File: src/rtl/stby_pkg.sv
package stby_pkg;

    typedef enum logic [2:0] {
        ST_RUN      = 3'd0,
        ST_SWSTBY   = 3'd1,
        ST_OSCWAIT  = 3'd2,
        ST_WAKEIRQ  = 3'd3,
        ST_RSTWAIT  = 3'd4,
        ST_HWSTBY   = 3'd5
    } pmu_state_e;

    typedef enum logic [2:0] {
        SRC_NONE  = 3'd0,
        SRC_NMI   = 3'd1,
        SRC_IRQ   = 3'd2,
        SRC_KEY   = 3'd3,
        SRC_WKE   = 3'd4,
        SRC_KBD   = 3'd5,
        SRC_RESET = 3'd6,
        SRC_HWPIN = 3'd7
    } wake_src_e;

    // Stabilization length in cycles for a select code, scaled down by a shift.
    function automatic int unsigned stab_cycles(input logic [2:0] sel,
                                                input int unsigned shift);
        int unsigned base;
        int unsigned scaled;
        if (sel <= 3'd5)
            base = 32'd1 << (13 + int'(sel));
        else if (sel == 3'd6)
            base = 32'd2048;
        else
            base = 32'd16;
        scaled = base >> shift;
        if (scaled == 0)
            scaled = 1;
        return scaled;
    endfunction

endpackage

File: src/rtl/stby_wake_qual.sv
module stby_wake_qual
    import stby_pkg::*;
#(
    parameter int N_LINES = 16
) (
    input  logic               cpu_irq_mask,
    input  logic               nmi,
    input  logic [N_LINES-1:0] irq_req,
    input  logic [N_LINES-1:0] irq_en,
    input  logic [N_LINES-1:0] key_in,
    input  logic [N_LINES-1:0] key_en,
    input  logic [N_LINES-1:0] wke_in,
    input  logic [N_LINES-1:0] wke_en,
    input  logic               kbd_irq,
    output logic               wake_hit,
    output wake_src_e          wake_code
);
    localparam int N_GRP = 3;  // IRQ, key input, wake event

    logic [N_GRP-1:0][N_LINES-1:0] grp_req;
    logic [N_GRP-1:0][N_LINES-1:0] grp_en;
    logic [N_GRP-1:0]              grp_hit;
    logic                          kbd_hit;

    assign grp_req[0] = irq_req;
    assign grp_en[0]  = irq_en;
    assign grp_req[1] = key_in;
    assign grp_en[1]  = key_en;
    assign grp_req[2] = wke_in;
    assign grp_en[2]  = wke_en;

    // Each grouped line must be requested, enabled and not masked.
    genvar g;
    generate
        for (g = 0; g < N_GRP; g++) begin : g_grp
            assign grp_hit[g] = (|(grp_req[g] & grp_en[g])) & ~cpu_irq_mask;
        end
    endgenerate

    assign kbd_hit = kbd_irq & ~cpu_irq_mask;

    always_comb begin
        wake_hit  = 1'b1;
        wake_code = SRC_NONE;
        if (nmi)
            wake_code = SRC_NMI;
        else if (grp_hit[0])
            wake_code = SRC_IRQ;
        else if (grp_hit[1])
            wake_code = SRC_KEY;
        else if (grp_hit[2])
            wake_code = SRC_WKE;
        else if (kbd_hit)
            wake_code = SRC_KBD;
        else
            wake_hit = 1'b0;
    end

endmodule

File: src/rtl/stby_stab_cnt.sv
module stby_stab_cnt
    import stby_pkg::*;
#(
    parameter int unsigned SCALE_SHIFT = 0
) (
    input  logic       clk,
    input  logic       rst_n,
    input  logic       load_i,
    input  logic [2:0] sel_i,
    input  logic       dec_i,
    output logic       zero_o
);
    // Code 5 is the longest setting for every shift value.
    localparam int unsigned MAX_CNT = stab_cycles(3'd5, SCALE_SHIFT);
    localparam int          CNT_W   = $clog2(MAX_CNT + 1);

    logic [CNT_W-1:0] cnt_q;

    always_ff @(posedge clk or negedge rst_n) begin
        if (!rst_n)
            cnt_q <= '0;
        else if (load_i)
            cnt_q <= CNT_W'(stab_cycles(sel_i, SCALE_SHIFT) - 1);
        else if (dec_i && cnt_q != '0)
            cnt_q <= cnt_q - 1'b1;
    end

    assign zero_o = (cnt_q == '0);

endmodule

File: src/rtl/stby_fsm.sv
module stby_fsm
    import stby_pkg::*;
(
    input  logic       clk,
    input  logic       rst_n,
    input  logic       sleep_strobe,
    input  logic       sel_standby,
    input  logic       low_speed_on,
    input  logic       wdt_presc_sel,
    input  logic       wake_hit,
    input  wake_src_e  wake_code,
    input  logic       res_pin_n,
    input  logic       stby_pin_n,
    input  logic       cnt_zero,
    output logic       cnt_load,
    output logic       cnt_dec,
    output logic       cpu_clk_en,
    output logic       per_clk_en,
    output logic       osc_en,
    output logic       unretained_rst,
    output logic       irq_take,
    output logic       core_rst_hold,
    output logic       hw_standby,
    output logic [2:0] wake_src
);
    pmu_state_e state_q, state_d;
    wake_src_e  src_q;
    logic       entry_ok;

    assign entry_ok = sleep_strobe & sel_standby & ~low_speed_on & ~wdt_presc_sel;

    // Next state: standby pin first, then reset pin, then normal flow.
    always_comb begin
        state_d = state_q;
        if (!stby_pin_n) begin
            state_d = ST_HWSTBY;
        end else if (state_q == ST_HWSTBY || !res_pin_n) begin
            state_d = ST_RSTWAIT;
        end else begin
            unique case (state_q)
                ST_RUN:     if (entry_ok) state_d = ST_SWSTBY;
                ST_SWSTBY:  if (wake_hit) state_d = ST_OSCWAIT;
                ST_OSCWAIT: if (cnt_zero) state_d = ST_WAKEIRQ;
                ST_WAKEIRQ: state_d = ST_RUN;
                ST_RSTWAIT: state_d = ST_RUN;
                ST_HWSTBY:  state_d = ST_HWSTBY;
                default:    state_d = ST_RUN;
            endcase
        end
    end

    // State register.
    always_ff @(posedge clk or negedge rst_n) begin
        if (!rst_n)
            state_q <= ST_RUN;
        else
            state_q <= state_d;
    end

    // Accepted-source record, updated on state changes only.
    always_ff @(posedge clk or negedge rst_n) begin
        if (!rst_n) begin
            src_q <= SRC_NONE;
        end else if (state_d != state_q) begin
            unique case (state_d)
                ST_SWSTBY:  src_q <= SRC_NONE;
                ST_OSCWAIT: src_q <= wake_code;
                ST_RSTWAIT: src_q <= SRC_RESET;
                ST_HWSTBY:  src_q <= SRC_HWPIN;
                default:    src_q <= src_q;
            endcase
        end
    end

    // Output decode.
    always_comb begin
        cpu_clk_en     = 1'b0;
        per_clk_en     = 1'b0;
        osc_en         = 1'b0;
        unretained_rst = 1'b0;
        irq_take       = 1'b0;
        core_rst_hold  = 1'b0;
        hw_standby     = 1'b0;
        unique case (state_q)
            ST_RUN: begin
                cpu_clk_en = 1'b1;
                per_clk_en = 1'b1;
                osc_en     = 1'b1;
            end
            ST_SWSTBY: begin
                unretained_rst = 1'b1;
            end
            ST_OSCWAIT: begin
                osc_en         = 1'b1;
                unretained_rst = 1'b1;
            end
            ST_WAKEIRQ: begin
                cpu_clk_en = 1'b1;
                per_clk_en = 1'b1;
                osc_en     = 1'b1;
                irq_take   = 1'b1;
            end
            ST_RSTWAIT: begin
                cpu_clk_en     = 1'b1;
                per_clk_en     = 1'b1;
                osc_en         = 1'b1;
                unretained_rst = 1'b1;
                core_rst_hold  = 1'b1;
            end
            ST_HWSTBY: begin
                unretained_rst = 1'b1;
                hw_standby     = 1'b1;
            end
            default: ;
        endcase
    end

    assign cnt_load = (state_q == ST_SWSTBY) && (state_d == ST_OSCWAIT);
    assign cnt_dec  = (state_q == ST_OSCWAIT);
    assign wake_src = src_q;

    a_r1_no_entry_on_bad_bits: assert property (@(posedge clk) disable iff (!rst_n)
        (state_q == ST_RUN && res_pin_n && stby_pin_n &&
         !(sel_standby && !low_speed_on && !wdt_presc_sel)) |=> state_q == ST_RUN);

    a_r4_stay_asleep_without_wake: assert property (@(posedge clk) disable iff (!rst_n)
        (state_q == ST_SWSTBY && !wake_hit && res_pin_n && stby_pin_n) |=> state_q == ST_SWSTBY);

    a_r6_wait_follows_standby: assert property (@(posedge clk) disable iff (!rst_n)
        (state_q == ST_OSCWAIT && $past(state_q) != ST_OSCWAIT) |-> $past(state_q) == ST_SWSTBY);

    a_r7_take_single_cycle: assert property (@(posedge clk) disable iff (!rst_n)
        irq_take |=> !irq_take);

    a_r8_reset_pin_wins: assert property (@(posedge clk) disable iff (!rst_n)
        (stby_pin_n && !res_pin_n && state_q != ST_HWSTBY) |=> core_rst_hold);

    a_r9_hw_pin_first: assert property (@(posedge clk) disable iff (!rst_n)
        !stby_pin_n |=> (hw_standby && !cpu_clk_en && !osc_en));

endmodule

File: src/rtl/stby_pwr_ctrl.sv
module stby_pwr_ctrl
    import stby_pkg::*;
#(
    parameter int          N_LINES     = 16,
    parameter int unsigned SCALE_SHIFT = 0
) (
    input  logic               clk,
    input  logic               rst_n,
    input  logic               sleep_strobe,
    input  logic               sel_standby,
    input  logic               low_speed_on,
    input  logic               wdt_presc_sel,
    input  logic [2:0]         stab_sel,
    input  logic               cpu_irq_mask,
    input  logic               nmi,
    input  logic [N_LINES-1:0] irq_req,
    input  logic [N_LINES-1:0] irq_en,
    input  logic [N_LINES-1:0] key_in,
    input  logic [N_LINES-1:0] key_en,
    input  logic [N_LINES-1:0] wke_in,
    input  logic [N_LINES-1:0] wke_en,
    input  logic               kbd_irq,
    input  logic               res_pin_n,
    input  logic               stby_pin_n,
    output logic               cpu_clk_en,
    output logic               per_clk_en,
    output logic               osc_en,
    output logic               unretained_rst,
    output logic               irq_take,
    output logic               core_rst_hold,
    output logic               hw_standby,
    output logic [2:0]         wake_src
);
    logic      wake_hit;
    wake_src_e wake_code;
    logic      cnt_load;
    logic      cnt_dec;
    logic      cnt_zero;

    stby_wake_qual #(.N_LINES(N_LINES)) u_qual (
        .cpu_irq_mask (cpu_irq_mask),
        .nmi          (nmi),
        .irq_req      (irq_req),
        .irq_en       (irq_en),
        .key_in       (key_in),
        .key_en       (key_en),
        .wke_in       (wke_in),
        .wke_en       (wke_en),
        .kbd_irq      (kbd_irq),
        .wake_hit     (wake_hit),
        .wake_code    (wake_code)
    );

    stby_stab_cnt #(.SCALE_SHIFT(SCALE_SHIFT)) u_cnt (
        .clk    (clk),
        .rst_n  (rst_n),
        .load_i (cnt_load),
        .sel_i  (stab_sel),
        .dec_i  (cnt_dec),
        .zero_o (cnt_zero)
    );

    stby_fsm u_fsm (
        .clk            (clk),
        .rst_n          (rst_n),
        .sleep_strobe   (sleep_strobe),
        .sel_standby    (sel_standby),
        .low_speed_on   (low_speed_on),
        .wdt_presc_sel  (wdt_presc_sel),
        .wake_hit       (wake_hit),
        .wake_code      (wake_code),
        .res_pin_n      (res_pin_n),
        .stby_pin_n     (stby_pin_n),
        .cnt_zero       (cnt_zero),
        .cnt_load       (cnt_load),
        .cnt_dec        (cnt_dec),
        .cpu_clk_en     (cpu_clk_en),
        .per_clk_en     (per_clk_en),
        .osc_en         (osc_en),
        .unretained_rst (unretained_rst),
        .irq_take       (irq_take),
        .core_rst_hold  (core_rst_hold),
        .hw_standby     (hw_standby),
        .wake_src       (wake_src)
    );

endmodule

File: config.mk
export PLATFORM = sky130hd
export DESIGN_NAME = stby_pwr_ctrl
export DESIGN_NICKNAME = d
export VERILOG_FILES = /design/src/rtl/stby_pkg.sv /design/src/rtl/stby_wake_qual.sv /design/src/rtl/stby_stab_cnt.sv /design/src/rtl/stby_fsm.sv /design/src/rtl/stby_pwr_ctrl.sv
export SDC_FILE = /design/constraint.sdc
export NUM_CORES = 1
export LEC_CHECK = 0
export BUFFER_PORTS_ARGS = -buffer_cell sky130_fd_sc_hd__buf_2
export CORE_MARGIN = 2
export CORE_UTILIZATION = 50
export DETAILED_ROUTE_END_ITERATION = 12
export PLACE_DENSITY = 0.87
export REMOVE_ABC_BUFFERS = 1
export SETUP_SLACK_MARGIN = 0.2
export SYNTH_ARGS = -nofsm -noshare
export SYNTH_HDL_FRONTEND = slang
export SYNTH_SLANG_ARGS = --single-unit
File: constraint.sdc
create_clock -name clk -period 8.8 [get_ports clk]
set_input_delay 1.76 -clock clk [delete_from_list [all_inputs] [get_ports clk]]
set_output_delay 1.76 -clock clk [all_outputs]
set_load 0.01 [all_outputs]
==> results of run 1 <==
## synthesized netlist by cell type (all sizes together) (2+ instances only)
| master | number | area, µm² |
|---|---|---|
| a22o | 10 | 87.6 |
| xor2 | 5 | 43.8 |
| a22oi | 7 | 52.6 |
| dfrtp | 25 | 626 |
| nand4 | 3 | 18.8 |
| and2b | 2 | 17.5 |
| mux2i | 4 | 40.0 |
| a211oi | 4 | 30.0 |
| nor2b | 2 | 12.5 |
| a221oi | 10 | 87.6 |
| buf | 6 | 30.0 |
| ha | 2 | 25.0 |
| nand3 | 6 | 30.0 |
| xnor2 | 9 | 78.8 |
| o21a | 2 | 15.0 |
| nor3b | 5 | 37.5 |
| nor3 | 16 | 80.1 |
| clkbuf | 12 | 65.1 |
| or4 | 5 | 45.0 |
| and2 | 2 | 12.5 |
| or3 | 3 | 18.8 |
| o22ai | 3 | 18.8 |
| and4 | 2 | 20.0 |
| nand2 | 36 | 135 |
| o31ai | 5 | 51.3 |
| inv | 8 | 30.0 |
| and3 | 2 | 12.5 |
| nor2 | 21 | 78.8 |
| nand2b | 3 | 18.8 |
| a31oi | 6 | 52.6 |
| a21oi | 30 | 154 |
| o21ai | 17 | 85.1 |
| mux2 | 2 | 26.3 |
| nor4 | 7 | 58.8 |
## worst min-delay path by stage
stage	slack [ps]	depth (start not counted)	endpoint
6_report	540	1	u_fsm.wake_src[0]
3_3_place_gp	500	1	u_fsm.wake_src[0]
5_1_grt	550	1	u_fsm.wake_src[0]
3_5_place_dp	520	1	u_fsm.wake_src[0]
2_1_floorplan	480	2	u_cnt.cnt_q[1]
4_1_cts	530	1	u_fsm.wake_src[0]
## sequential cells by signal, indices dropped and copies added, names as in the netlist
signal and cells:
u_fsm.state_q 3, u_cnt.cnt_q 19, u_fsm.wake_src 3
## layer usage
metal,vias to the layer above,track usage [%]
met5,-,0
met3,10,4.72
met1,1205,35.7
met4,0,7.55
li1,1328,-
met2,116,42.0
## cells by family (layout without fill, tap and decap cells)
kind of cell	count (synthesis)	in the layout	share of synthesized area, %
buf+inv	26	132	5.39
mux	6	6	2.86
flops	25	25	27.0
xor+xnor	14	14	5.28
compound gates	101	101	30.5
simple gates	121	121	28.0
fa+ha+maj	2	2	1.08
## cell type report
type	instances	area, µm²	share of cell area [%]
inverter	8	30.0	1.02
timing repair buffer	120	603	20.5
sequential	25	626	21.3
clock buffer	4	45.0	1.53
multi-input combinational	244	1570	53.5
tap	52	65.1	2.21
## power by group
part,internal [mW],total (mW),switching [mW]
clock,0.0323,0.0657,0.0334
combinational,0.0668,0.136,0.0690
sequential,0.138,0.167,0.0293
total,0.237,0.369,0.132
## metrics by stage
| step | util, % | area (µm²) |
|---|---|---|
| 3_3_place_gp | 65.6 | 2900 |
| 2_1_floorplan | - | 2230 |
| 6_report | 66.7 | 2940 |
| 4_1_cts | 66.7 | 2940 |
| 3_5_place_dp | 65.6 | 2900 |
| 5_1_grt | 66.7 | 2940 |
## cells in the final DEF, fill, tap and decap left out, drive strengths merged, types with 6 or more instances in the layout
cell type	instances
nand2	36
dfrtp	25
nor2	21
a31oi	6
buf	120
a22oi	7
nand3	6
xnor2	9
inv	8
nor4	7
o21ai	17
nor3	16
a221oi	10
a21oi	30
a22o	10
==> results.md, run 1 <==
- Uppermost metal layer occupied by signal nets: met4
- CP max stage cell: sky130_fd_sc_hd__ha_1
- Yosys Warn Count: 0
- PostCTS Resize Cnt: 0
- Ordered cell list for the critical path: buf_2 -> a22o_1 -> a221oi_1 -> and4_2 -> a41oi_1 -> o21ai_2 -> buf_4 -> nor3_1 -> a21oi_1 -> ha_1 -> nand3_1 -> nor4_1 -> nand3_1 -> xor2_1 -> a21oi_1
- Reg-to-Reg Start: u_fsm.state_q[1]
- Master cell of the clock root buffer: sky130_fd_sc_hd__clkbuf_8
- Transition time of the tightest slew-check pin: between 600 and 700 ps
- Count of final hold-check violations: 0
- DR WL met2: 3170 µm
- Kind of cell with the highest combined delay on the critical path: simple AND/OR/NAND/NOR gates
- Mapped Area: between 2000 and 2500 µm²
- Critical path peak fanout: 39
- Run status: completed
- Cell area power density: between 100 and 150 nW/µm²
- Maximum root-to-sink buffer count: 2
- Number of enable flip-flop cells after synthesis: 0
- Critical Path RT: approximately 9000 ps
- Worst Path Buf+Inv: 2
- Overall die height: approximately 72 µm
- Number of nets still failing antenna checks after routing: 0
- Worst setup slack before clock tree synthesis: ~3200 ps
- RD Place Congestion: 0.911
- Site Rows: 24
- Met1 Routed Length: between 2000 and 3000 µm
- Worst R2R End: u_cnt.cnt_q[18]
- H-tree depth: 1
- Setup WS post-layout: between 3000 and 4000 ps
- Count of input and output buffers: about 120
- Number of global-route vias before repair: between 2000 and 2500
- Total clock sinks: 25
- Pleak: ~1.3 nW
- R2R setup slack: between 5000 and 6000 ps
- Total placed cells including tap cells: ~450
- Number of flip-flops and latches in the synthesized netlist: 25
- Synth cell types: 56
- WL/cell: ~15 µm
- Crit path from: key_in[2]
- Fraction of final layout cells with drive strength greater than 1: about a third
- Die X-Extent: 72.1 µm
- Smallest hold slack: roughly 540 ps
- Count of maximum capacitance violations: 0
- Via count: 2659
- Part of the Yosys area used for sequential elements: approximately 27%
- Clock tree from TritonCTS: yes
- Area added between synthesis and finish: 26.8%
- Primary FF master, synth: sky130_fd_sc_hd__dfrtp_1
- Type of element capturing the critical path: register
- Max frequency: between 150 and 200 MHz
- Count of filler cells inserted in the layout: between 300 and 400
- Hold path startpoint: u_fsm.wake_src[0]
- Worst Clk Skew: 3.64 ps
- Remaining design rule violation count: 0
- Residual overflow from global routing: 0
- Count of endpoints failing setup in the final report: 0
- Hold buffer count at CTS: 0
- Die area: approximately 5200 µm²
- DR iter-0 viols: slightly above 200
- Wire length of the first global-routing pass: approximately 11000 µm
- Nature of the critical path startpoint: input port
- Synthesized instance count: 295
- Number of clock buffers inserted by TritonCTS: 3
- Final wirelength: ~6700 µm
- Post-synthesis async set-or-reset flop share: between 90% and 100%
- Starting utilization of the core area: ~53%
- Shortest period the worst path allows: between 5000 and 6000 ps
- Average cell area after synthesis: just under 8 µm²
- Worst min-delay path category: register to register
- Final non-filler cell total: ~450
- Critical path's largest stage delay: 530 ps
- Share of the clock period used by the worst path after layout: 60.9%
- Data arrival time of the worst path: 5550 ps
- Average vias per placed instance: slightly below 6
- Critical path type: input port to register
- Post-CTS setup buffer count: 0
- Number of nets in the layout: 514
- Number of top-level pins: 120
- Maximum number of pins on one net before global-route repair: 40
- Slew Limit Fails: 0
- Antenna diodes: 0
- Peak ir drop on the vdd network: a little under 0.00006 V
- RSZ-0062 raised after global routing: no
- Max transition margin: 57.9%
- Crit path depth: 15
- Fin Setup TNS: 0 ps
- Total GRT Usage: between 20 and 30%
- Clock transition at path regs: ~80 ps
- Worst r2r path cells: 11
- Routed length on met3: 534 µm
- Core footprint: approximately 4400 µm²
- Initial antenna violation count: 0
- Final HPWL from detailed placement: between 5000 and 6000 µm
- Worst setup path end: u_cnt.cnt_q[18]
- Overall power consumption: 0.369 mW
- First-pass detailed-route iteration total: 4
- Source-to-sink clock delay at the later pin of the worst-skew pair: about 260 ps
Power figures use the tool's default switching activity.
==> inputs of run 2 (changes only) <==
--- a/config.mk
+++ b/config.mk
@@ -7,9 +7,9 @@
 export LEC_CHECK = 0
 export BUFFER_PORTS_ARGS = -buffer_cell sky130_fd_sc_hd__buf_2
 export CORE_MARGIN = 2
-export CORE_UTILIZATION = 50
+export CORE_UTILIZATION = 42
 export DETAILED_ROUTE_END_ITERATION = 12
-export PLACE_DENSITY = 0.87
+export PLACE_DENSITY = 0.78
 export REMOVE_ABC_BUFFERS = 1
 export SETUP_SLACK_MARGIN = 0.2
 export SYNTH_ARGS = -nofsm -noshare
==> constraint.sdc (replaced) <==
create_clock -name clk -period 4.9 [get_ports clk]
set_input_delay 0.98 -clock clk [delete_from_list [all_inputs] [get_ports clk]]
set_output_delay 0.98 -clock clk [all_outputs]
set_load 0.01 [all_outputs]
==> results.md, run 2 (synthesis results as in run 1) <==
- Cell area power density: 222 nW/µm² (+77%)
- Number of clock buffers inserted by TritonCTS: 3 (unchanged)
- Via count: 2651 (-0.30%)
- Post-CTS setup buffer count: 0 (unchanged)
- Worst min-delay path category: register to register
- Remaining design rule violation count: 0 (unchanged)
- Count of input and output buffers: 119 (unchanged)
- Overall die height: 78.3 µm (+8.6%)
- Peak ir drop on the vdd network: 0.000137 V (+130%)
- Max frequency: between 200 and 250 MHz
- Transition time of the tightest slew-check pin: 588 ps (-37.6 ps)
- Fraction of final layout cells with drive strength greater than 1: 35.6% (+0.48 points)
- Post-layout instance area: 2990 µm² (+1.7%)
- Residual overflow from global routing: 0 (unchanged)
- Fin Setup TNS: 0 ps (unchanged)
- Master cell of the clock root buffer: sky130_fd_sc_hd__clkbuf_8
- Source-to-sink clock delay at the later pin of the worst-skew pair: 260 ps (about the same)
- RSZ-0062 raised after global routing: no
- Commonest cells after routing, fill and taps aside: 119 x sky130_fd_sc_hd__buf_2, 36 x sky130_fd_sc_hd__nand2_1, 29 x sky130_fd_sc_hd__a21oi_1, 25 x sky130_fd_sc_hd__dfrtp_1, 21 x sky130_fd_sc_hd__nor2_1
- Number of nets in the layout: 517 (+0.58%)
- DR iter-0 viols: 126 (-39%)
- Max transition margin: 60.4% (+2.5 points)
- Largest register FFs: 19 (unchanged)
- Critical Path RT: 5020 ps (-3970 ps)
- Setup WS post-layout: 823 ps (-2620 ps)
- Worst setup slack before clock tree synthesis: 594 ps (-2600 ps)
- Data arrival time of the worst path: 4200 ps (-1350 ps)
- Initial antenna violation count: 0 (unchanged)
- Average vias per placed instance: 5.56 (-5.3%)
- Run status: completed
- Number of global-route vias before repair: 2538 (+3.6%)
- Die X-Extent: 78.3 µm (+8.6%)
- Number of nets still failing antenna checks after routing: 0 (unchanged)
- Hold buffer count at CTS: 0 (unchanged)
- Area added between synthesis and finish: 28.9%
- Share of the clock period used by the worst path after layout: slightly above 80%
- Most frequent standard cell in the layout excluding fill and tap cells: sky130_fd_sc_hd__buf_2
- Count of maximum capacitance violations: 0 (unchanged)
- Clock tree from TritonCTS: yes
- Type of element capturing the critical path: register
- Site Rows: 27 (+13%)
- PostCTS Resize Cnt: 0 (unchanged)
- Post-place instance area: 2950 µm² (+1.6%)
- H-tree depth: 1 (unchanged)
- Number of top-level pins: 120 (unchanged)
- Shortest period the worst path allows: 4080 ps
- RD Place Congestion: 0.870 (-4.6%)
- Clock transition at path regs: 80 ps (about the same)
- Total clock sinks: 25 (unchanged)
- Starting utilization of the core area: 42.9% (-9.6 points)
- Count of endpoints failing setup in the final report: 0 (unchanged)
- WL/cell: 14.5 µm (-2.3%)
- Final HPWL from detailed placement: 5600 µm (+2.2%)
- Final wirelength: 6930 µm (+2.8%)
- Worst Clk Skew: 2.45 ps (-1.20 ps)
- Total GRT Usage: 22.8% (-3.2 points)
- Wire length of the first global-routing pass: 11600 µm (+4.0%)
- Fraction of the core area covered by cells at the end of the flow: 55.4% (-11 points)
- Critical path peak fanout: 12 (-69%)
- Maximum root-to-sink buffer count: 2 (unchanged)
- Critical path type: input port to register
- Pleak: 1.35 nW (+1.2%)
- Nature of the critical path startpoint: input port
- Count of final hold-check violations: 0 (unchanged)
- Largest register by flop count: u_cnt.cnt_q
- Maximum number of pins on one net before global-route repair: 29 (-28%)
- Die area: 6140 µm² (+18%)
- Slew Limit Fails: 0 (unchanged)
- First-pass detailed-route iteration total: 4 (unchanged)
- Overall power consumption: 0.663 mW (+80%)
- Core footprint: 5410 µm² (+22%)
-- run 2: final timing paths --
kind | start | endpoint | slack [ps] | cells past startpoint
min in group asynchronous | rst_n | u_cnt.cnt_q[15] | 690 | 1
max in group asynchronous | rst_n | u_fsm.wake_src[2] | 3850 | 1
worst max-delay path | wke_in[0] | u_cnt.cnt_q[8] | 820 | 14
worst max register to register | u_fsm.state_q[1] | u_cnt.cnt_q[16] | 1600 | 13
worst min register to register | u_fsm.wake_src[1] | u_fsm.wake_src[1] | 530 | 2
worst min-delay path | u_fsm.wake_src[1] | u_fsm.wake_src[1] | 530 | 2
-- run 2: report_power, final --
| group | internal (mW) | switching [mW] |
|---|---|---|
| logic | 0.123 | 0.120 |
| clock network | 0.0580 | 0.0614 |
| registers | 0.247 | 0.0536 |
| total | 0.428 | 0.235 |
-- run 2: per-layer routing --
| metal | GRT usage, % | routed length, µm | vias up |
|---|---|---|---|
| met5 | 0 | 0 | - |
| met1 | 31.2 | 3210 | 1216 |
| met3 | 3.79 | 373 | 14 |
| met4 | 7.54 | 125 | 0 |
| li1 | - | - | 1339 |
| met2 | 36.7 | 3230 | 82 |
-- run 2: per-stage QoR --
stage / hold WS [ps] / cells
6_report: 530 / 477
5_1_grt: 565 / 476
4_1_cts: 539 / 476
3_5_place_dp: 521 / 472
3_3_place_gp: 512 / 472
2_1_floorplan: 479 / 277
-- run 2: worst max-delay path, stage by stage --
cell	delay [ps]
sky130_fd_sc_hd__buf_2	90
sky130_fd_sc_hd__a22oi_1	180
sky130_fd_sc_hd__nand2_1	80
sky130_fd_sc_hd__nor4_1	490
sky130_fd_sc_hd__a41oi_1	350
sky130_fd_sc_hd__o21ai_2	490
sky130_fd_sc_hd__nor3_1	100
sky130_fd_sc_hd__a21oi_1	170
sky130_fd_sc_hd__ha_1	190
sky130_fd_sc_hd__nand3_1	130
sky130_fd_sc_hd__or3_1	420
sky130_fd_sc_hd__nor3_1	240
sky130_fd_sc_hd__xnor2_1	170
sky130_fd_sc_hd__mux2i_1	90
-- run 2: final cells by class --
| cell class | instances | area [µm²] |
|---|---|---|
| repair buffers | 123 | 626 |
| flip-flops and latches | 25 | 626 |
| well taps | 72 | 90.1 |
| fillers | 525 | 2410 |
| clock buffers | 4 | 45.0 |
| inverters | 8 | 30.0 |
| multi-input cells | 244 | 1570 |
| diodes | 1 | 2.50 |
